`src/rtl/fskd_pkg.sv`:
```
package fskd_pkg;

    typedef enum logic [1:0] {
        ST_HUNT,
        ST_START,
        ST_DATA,
        ST_STOP
    } rx_state_e;

    // One-cycle receive events produced by the timing engine
    typedef struct packed {
        logic frame_start; // falling edge seen while hunting
        logic mid_data;    // mid-point sample of a data bit
        logic end_data;    // last tick of a data bit
        logic last_end;    // last tick of the final data bit
        logic mid_stop;    // mid-point sample of the stop bit
        logic bit_val;     // line level at the current tick
    } rx_evt_t;

    function automatic int unsigned wrap_inc(int unsigned v, int unsigned lim);
        return (v == lim - 1) ? 0 : v + 1;
    endfunction

endpackage

```
`src/rtl/fskd_timing.sv`:
```
module fskd_timing
    import fskd_pkg::*;
#(
    parameter int OS    = 16,
    parameter int DBITS = 8
) (
    input  logic             clk,
    input  logic             rst,
    input  logic             os_tick,
    input  logic             line,
    output rx_evt_t          evt,
    output logic [DBITS-1:0] byte_q,
    output logic             in_data,
    output logic             in_stop
);
    localparam int PW   = $clog2(OS);
    localparam int BW   = $clog2(DBITS);
    localparam int HALF = OS / 2;
    localparam logic [PW-1:0] PH_MID  = PW'(HALF - 1);
    localparam logic [PW-1:0] PH_LAST = PW'(OS - 1);
    localparam logic [BW-1:0] BIT_LAST = BW'(DBITS - 1);

    rx_state_e        state;
    logic [PW-1:0]    ph;
    logic [BW-1:0]    bcnt;
    logic [DBITS-1:0] sh;
    logic             mid, wrap;

    always_comb begin
        mid  = os_tick && (ph == PH_MID);
        wrap = os_tick && (ph == PH_LAST);
        evt.frame_start = (state == ST_HUNT) && os_tick && !line;
        evt.mid_data    = (state == ST_DATA) && mid;
        evt.end_data    = (state == ST_DATA) && wrap;
        evt.last_end    = (state == ST_DATA) && wrap && (bcnt == BIT_LAST);
        evt.mid_stop    = (state == ST_STOP) && mid;
        evt.bit_val     = line;
    end

    always_ff @(posedge clk) begin
        if (rst) begin
            state <= ST_HUNT;
            ph    <= '0;
            bcnt  <= '0;
            sh    <= '0;
        end else begin
            unique case (state)
                ST_HUNT: begin
                    if (evt.frame_start) begin
                        state <= ST_START;
                        ph    <= '0;
                    end
                end
                ST_START: begin
                    if (os_tick) begin
                        if (mid && line) begin
                            state <= ST_HUNT;
                        end else begin
                            ph <= PW'(wrap_inc(32'(ph), OS));
                            if (wrap) begin
                                state <= ST_DATA;
                                bcnt  <= '0;
                            end
                        end
                    end
                end
                ST_DATA: begin
                    if (os_tick) begin
                        ph <= PW'(wrap_inc(32'(ph), OS));
                        if (mid) sh <= {line, sh[DBITS-1:1]};
                        if (wrap) begin
                            if (bcnt == BIT_LAST) state <= ST_STOP;
                            else                  bcnt  <= bcnt + 1'b1;
                        end
                    end
                end
                ST_STOP: begin
                    if (os_tick) begin
                        ph <= PW'(wrap_inc(32'(ph), OS));
                        if (mid) state <= ST_HUNT;
                    end
                end
                default: state <= ST_HUNT;
            endcase
        end
    end

    assign byte_q  = sh;
    assign in_data = (state == ST_DATA);
    assign in_stop = (state == ST_STOP);

    // a high line at the start-bit centre abandons the frame
    a_r6_false_start_hunt: assert property (@(posedge clk) disable iff (rst)
        (state == ST_START && os_tick && ph == PH_MID && line) |=> (state == ST_HUNT));

    // the stop bit is always entered from the last data bit
    a_r5_stop_entry: assert property (@(posedge clk) disable iff (rst)
        $rose(state == ST_STOP) |-> ($past(state) == ST_DATA && $past(bcnt) == BIT_LAST));

endmodule

```
`src/rtl/fskd_strobe.sv`:
```
module fskd_strobe
    import fskd_pkg::*;
#(
    parameter int OS = 16
) (
    input  logic    clk,
    input  logic    rst,
    input  logic    os_tick,
    input  rx_evt_t evt,
    output logic    dclk_q,
    output logic    dr_n_q,
    output logic    ferr_q
);
    localparam int PW   = $clog2(OS);
    localparam int HALF = OS / 2;

    logic [PW:0] clk_hi_ticks;
    logic [PW:0] dr_lo_ticks;

    always_ff @(posedge clk) begin
        if (rst) begin
            dclk_q <= 1'b0;
            dr_n_q <= 1'b1;
            ferr_q <= 1'b0;
        end else begin
            if (evt.mid_data)      dclk_q <= 1'b1;
            else if (evt.end_data) dclk_q <= 1'b0;
            if (evt.last_end)      dr_n_q <= 1'b0;
            else if (evt.mid_stop) dr_n_q <= 1'b1;
            ferr_q <= evt.mid_stop && !evt.bit_val;
        end
    end

    // Pulse-width observers for the assertions below
    always_ff @(posedge clk) begin
        if (rst || evt.frame_start) begin
            clk_hi_ticks <= '0;
            dr_lo_ticks  <= '0;
        end else begin
            if (evt.mid_data)            clk_hi_ticks <= '0;
            else if (dclk_q && os_tick)  clk_hi_ticks <= clk_hi_ticks + 1'b1;
            if (evt.last_end)            dr_lo_ticks  <= '0;
            else if (!dr_n_q && os_tick) dr_lo_ticks  <= dr_lo_ticks + 1'b1;
        end
    end

    // each data-clock pulse lasts half a bit
    a_r3_dclk_half_bit: assert property (@(posedge clk) disable iff (rst)
        $fell(dclk_q) |-> (clk_hi_ticks == (PW+1)'(HALF)));

    // data ready stays low for half a bit
    a_r5_dr_half_bit: assert property (@(posedge clk) disable iff (rst)
        $rose(dr_n_q) |-> (dr_lo_ticks == (PW+1)'(HALF)));

    // framing error is a single-cycle pulse
    a_r10_ferr_single: assert property (@(posedge clk) disable iff (rst)
        ferr_q |=> !ferr_q);

endmodule

```
`src/rtl/fskd_buf.sv`:
```
module fskd_buf #(
    parameter int W = 9
) (
    input  logic         clk,
    input  logic         rst,
    input  logic         load,
    input  logic [W-1:0] din,
    input  logic         shift,
    output logic         q0,
    output logic         ready_n
);
    logic [W-1:0] sr;

    always_ff @(posedge clk) begin
        if (rst) begin
            sr      <= '1;
            ready_n <= 1'b1;
        end else if (load) begin
            sr      <= din;
            ready_n <= 1'b0;
        end else if (shift) begin
            sr      <= {1'b1, sr[W-1:1]};
            ready_n <= 1'b1;
        end
    end

    assign q0 = sr[0];

    // a load raises data ready (active low)
    a_r9_load_ready: assert property (@(posedge clk) disable iff (rst)
        load |=> !ready_n);

    // a host read releases data ready
    a_r9_read_release: assert property (@(posedge clk) disable iff (rst)
        (shift && !load) |=> ready_n);

    // each read advances the register by one place
    a_r8_shift_advance: assert property (@(posedge clk) disable iff (rst)
        (shift && !load) |=> (q0 == $past(sr[1])));

endmodule

```
`src/rtl/fsk_deframer.sv`:
```
module fsk_deframer
    import fskd_pkg::*;
#(
    parameter int OS    = 16,
    parameter int DBITS = 8
) (
    input  logic clk,
    input  logic rst,
    input  logic os_tick,
    input  logic serial_in,
    input  logic mode,
    input  logic host_shift,
    output logic data_out,
    output logic dclk_out,
    output logic dr_n,
    output logic frame_err
);
    localparam int BW = $clog2(DBITS) + 1;

    rx_evt_t          evt;
    logic [DBITS-1:0] byte_q;
    logic             in_data, in_stop;
    logic             dclk_q, str_dr_n, buf_q0, buf_dr_n;

    fskd_timing #(.OS(OS), .DBITS(DBITS)) u_timing (
        .clk(clk), .rst(rst), .os_tick(os_tick), .line(serial_in),
        .evt(evt), .byte_q(byte_q), .in_data(in_data), .in_stop(in_stop)
    );

    fskd_strobe #(.OS(OS)) u_strobe (
        .clk(clk), .rst(rst), .os_tick(os_tick), .evt(evt),
        .dclk_q(dclk_q), .dr_n_q(str_dr_n), .ferr_q(frame_err)
    );

    fskd_buf #(.W(DBITS + 1)) u_buf (
        .clk(clk), .rst(rst), .load(evt.mid_stop),
        .din({evt.bit_val, byte_q}), .shift(host_shift),
        .q0(buf_q0), .ready_n(buf_dr_n)
    );

    assign data_out = mode ? buf_q0   : serial_in;
    assign dclk_out = mode ? 1'b0     : dclk_q;
    assign dr_n     = mode ? buf_dr_n : str_dr_n;

    // Rising-edge counter used to check the pulse count per frame
    logic          dclk_d;
    logic [BW-1:0] n_rises;
    always_ff @(posedge clk) begin
        if (rst) begin
            dclk_d  <= 1'b0;
            n_rises <= '0;
        end else begin
            dclk_d <= dclk_q;
            if (evt.frame_start)      n_rises <= '0;
            else if (dclk_q && !dclk_d) n_rises <= n_rises + 1'b1;
        end
    end

    // eight data-clock rises precede every stop sample
    a_r3_eight_pulses: assert property (@(posedge clk) disable iff (rst)
        evt.mid_stop |-> (n_rises == BW'(DBITS)));

    // the data clock is high only inside data bits
    a_r4_dclk_in_data: assert property (@(posedge clk) disable iff (rst)
        dclk_q |-> in_data);

    // the stream-mode ready pulse lies inside the stop bit
    a_r5_dr_in_stop: assert property (@(posedge clk) disable iff (rst)
        !str_dr_n |-> in_stop);

endmodule

```
`config.mk`:
```
export PLATFORM = sky130hd
export DESIGN_NAME = fsk_deframer
export DESIGN_NICKNAME = d
export VERILOG_FILES = /design/src/rtl/fskd_pkg.sv /design/src/rtl/fskd_timing.sv /design/src/rtl/fskd_strobe.sv /design/src/rtl/fskd_buf.sv /design/src/rtl/fsk_deframer.sv
export SDC_FILE = /design/constraint.sdc
export NUM_CORES = 1
export LEC_CHECK = 0
export ABC_AREA = 1
export ABC_CLOCK_PERIOD_IN_PS = 1450
export BUFFER_PORTS_ARGS = -buffer_cell sky130_fd_sc_hd__buf_2
export CORE_MARGIN = 1
export CORE_UTILIZATION = 40
export DETAILED_ROUTE_END_ITERATION = 16
export GPL_ROUTABILITY_DRIVEN = 0
export SLEW_MARGIN = 20
export SYNTH_ARGS = -nofsm -noshare
export SYNTH_HDL_FRONTEND = slang
export SYNTH_HIERARCHICAL = 1
export SYNTH_SLANG_ARGS = --single-unit
```
`constraint.sdc`:
```
create_clock -name clk -period 1.45 [get_ports clk]
set_input_delay 0.29 -clock clk [delete_from_list [all_inputs] [get_ports clk]]
set_output_delay 0.29 -clock clk [all_outputs]
set_load 0.05 [all_outputs]
```
==> flow_summary.json <==
{
  "max-clock-path-buffers": 2,
  "cts_root_buf": "sky130_fd_sc_hd__clkbuf_8",
  "clock_tree.htree_level_count": 2,
  "critPathSlowestCell": "sky130_fd_sc_hd__dfxtp_2",
  "setup_ws_ns": -0.00849,
  "iteration_0_drc_markers": 84,
  "relSlewSlack": 0.763,
  "vdd.ir_drop.worst_mv": 0.725,
  "post_route_cells_drive_above_1_share": 0.308,
  "slowest_delay_ns": 0.35,
  "placed_cells": 267,
  "die_height_um": 63.3,
  "area_growth_pct": 22.9,
  "grt_setup_unrepaired": "true",
  "critPathArrivalTime_ns": 1.64,
  "report.final.slew_viol_count": 0,
  "power.share.switching": 0.262,
  "cts_made_buffers": 5,
  "worst_ep_required_time_ns": 1.63,
  "syn-num-nets": 220,
  "timing.critical_path.from_type": "flip-flop",
  "number_of_global_route_vias_before_repair": 1167,
  "clock_power_share": 0.447,
  "status": "complete, but fails checks",
  "synthesized_area_um2": 1500,
  "drv.max_cap_violation_count": 0,
  "report.final.setup_viol": 1,
  "critical_path.endpoint_type": "flip-flop",
  "grt_max_degree": 17,
  "cts_hold_repair.buffers": 0,
  "first_pass_grt_wire_length_um": 5110,
  "detail_route.vias_per_cell": 4.82,
  "floorplan.rows": 21,
  "clkSlewWorstSetupHoldPaths_ns": 0.07,
  "yosys_warnings": 6,
  "global_route_usage_sum": 0.167,
  "ant_nets": 0,
  "wire_per_inst_um": 10.9,
  "failed_checks": "setup timing",
  "cp_cell_sequence": "ha_4 -> buf_4 -> nand4_1 -> nand3_1 -> nand2_1 -> a31oi_1 -> nor2_1",
  "clock-sinks": 30,
  "port-buffer-count": 9,
  "finalNetCount": 242,
  "total_detailed_routing_wirelength_um": 3060,
  "tritoncts": "built",
  "place.detailed.hpwl_um": 2110,
  "cp_max_fo": 5,
  "remaining_drc_errors": 0,
  "design.die.area_um2": 4010,
  "floorplan.initialDensity": 0.434,
  "synthesis.instances": 211,
  "syn_area_per_cell_um2": 7.13,
  "report.final.hold_viol_count": 0,
  "finalCritPeriodShare": 1.01,
  "drtPass1Iterations": 4,
  "insertion_delay_ns": 0.29,
  "fraction_of_power_consumed_by_combinational_cells": 0.165,
  "worst-setup-path-type": "flip-flop to flip-flop",
  "p_leak_nw": 0.858,
  "post-layout-total-power_mw": 2.38,
  "net_switching_component_of_the_power_uw": 623,
  "placeableCoreArea_um2": 3470,
  "finClkSkew_ns": 0.00712,
  "insertedDiodeCount": 0,
  "fmax_mhz": 686,
  "top_level_ports": 10,
  "worstMarginPinSlew_ns": 0.355,
  "finalCriticalPeriod_ns": 1.46,
  "grt_antenna_before_repair": 0,
  "internal_power_mw": 1.75,
  "final-instance-count-excl-fill": 280,
  "number_of_vias_after_detailed_routing": 1350,
  "sequentialPowerShare": 0.388,
  "chipWidth_um": 63.3,
  "remaining_overflow_grt": 0,
  "power.density_cell_area_nw_per_um2": 1290,
  "hp-class": "primary input to flip-flop"
}
critical path, delay by kind of cell (launching register included):
| kind | cells | cell delay, ns |
|---|---|---|
| buf+inv | 1 | 0.09 |
| flops | 1 | 0.35 |
| compound gates | 1 | 0.14 |
| fa+ha+maj | 1 | 0.14 |
| simple gates | 4 | 0.62 |
final timing paths:
path / slack, ns / from / cells after the start / endpoint
worst max-delay path: -0.008 / u_timing/ph[1] / 7 / u_timing/state[0]
worst min-delay path: 0.24 / serial_in / 2 / u_strobe/ferr_q
worst max register to register: -0.008 / u_timing/ph[1] / 7 / u_timing/state[0]
worst min register to register: 0.47 / u_buf/sr[0] / 2 / u_buf/sr[0]
state kept, by name, summed over array words and instances, names as in the netlist, named ones only:
| signal | count |
|---|---|
| u_timing/ph | 4 |
| u_timing/byte_q | 8 |
| u_strobe/ferr_q | 1 |
| u_timing/bcnt | 3 |
| u_buf/sr | 9 |
| u_strobe/dr_n_q | 1 |
| u_buf/ready_n | 1 |
| u_timing/state | 1 |
| u_strobe/dclk_q | 1 |
placed cells by master, fill, tap and decap left out, drive strengths merged:
cell type and n:
inv 24, a211oi 1, nand3b 1, nand3 21
dfxtp 30, a21oi 12, a31o 1, a31oi 1
o21ai 14, ha 3, clkinv 1, buf 21
clkbuf 6, nand2 51, nand4 2, nor2 41
bufinv 2, nor3 2
stage by stage:
step | setup TNS, ns | hold WS [ns] | cell area [um2] | utilization | setup WS (ns)
6_report | -0.00849 | 0.241 | 1850 | 0.533 | -0.00849
5_1_grt | -0.531 | 0.251 | 1850 | 0.533 | -0.131
4_1_cts | 0 | 0.242 | 1770 | 0.512 | 0.0231
3_5_place_dp | -0.0345 | 0.461 | 1610 | 0.465 | -0.0265
3_3_place_gp | 0 | 0.458 | 1610 | 0.465 | 0.00769
2_1_floorplan | 0 | 0.352 | 1510 | - | 0.0771
metal layers:
metal	track usage	share of wire
met1	0.212	0.52
met2	0.243	0.43
met3	0.0507	0.033
met4	0.111	0.026
met5	0	0
power groups by stage:
stage | combinational [mW] | sequential [mW] | clock (mW)
global route | 0.445 | 0.931 | 1.10
floorplan | 0.305 | 0.927 | 0
detailed placement | 0.378 | 0.936 | 0
CTS | 0.383 | 0.917 | 1.09
finish | 0.392 | 0.923 | 1.06
global placement | 0.376 | 0.935 | 0
what timing repair did:
action                     CTS  global route
setup buffers                0             5
pin swaps                    0             8
resized for setup            6            16
setup endpoints to repair    9            23
final cells by class:
type                    instances  area (um2)
clock inverters                 2        60.1
flip-flops and latches         30         606
clock buffers                   6        82.6
inverters                      25        96.3
fillers                       358        1620
multi-input cells             150         803
repair buffers                 21         143
well taps                      46        57.6
No activity file was read; power rests on OpenSTA's default activity.
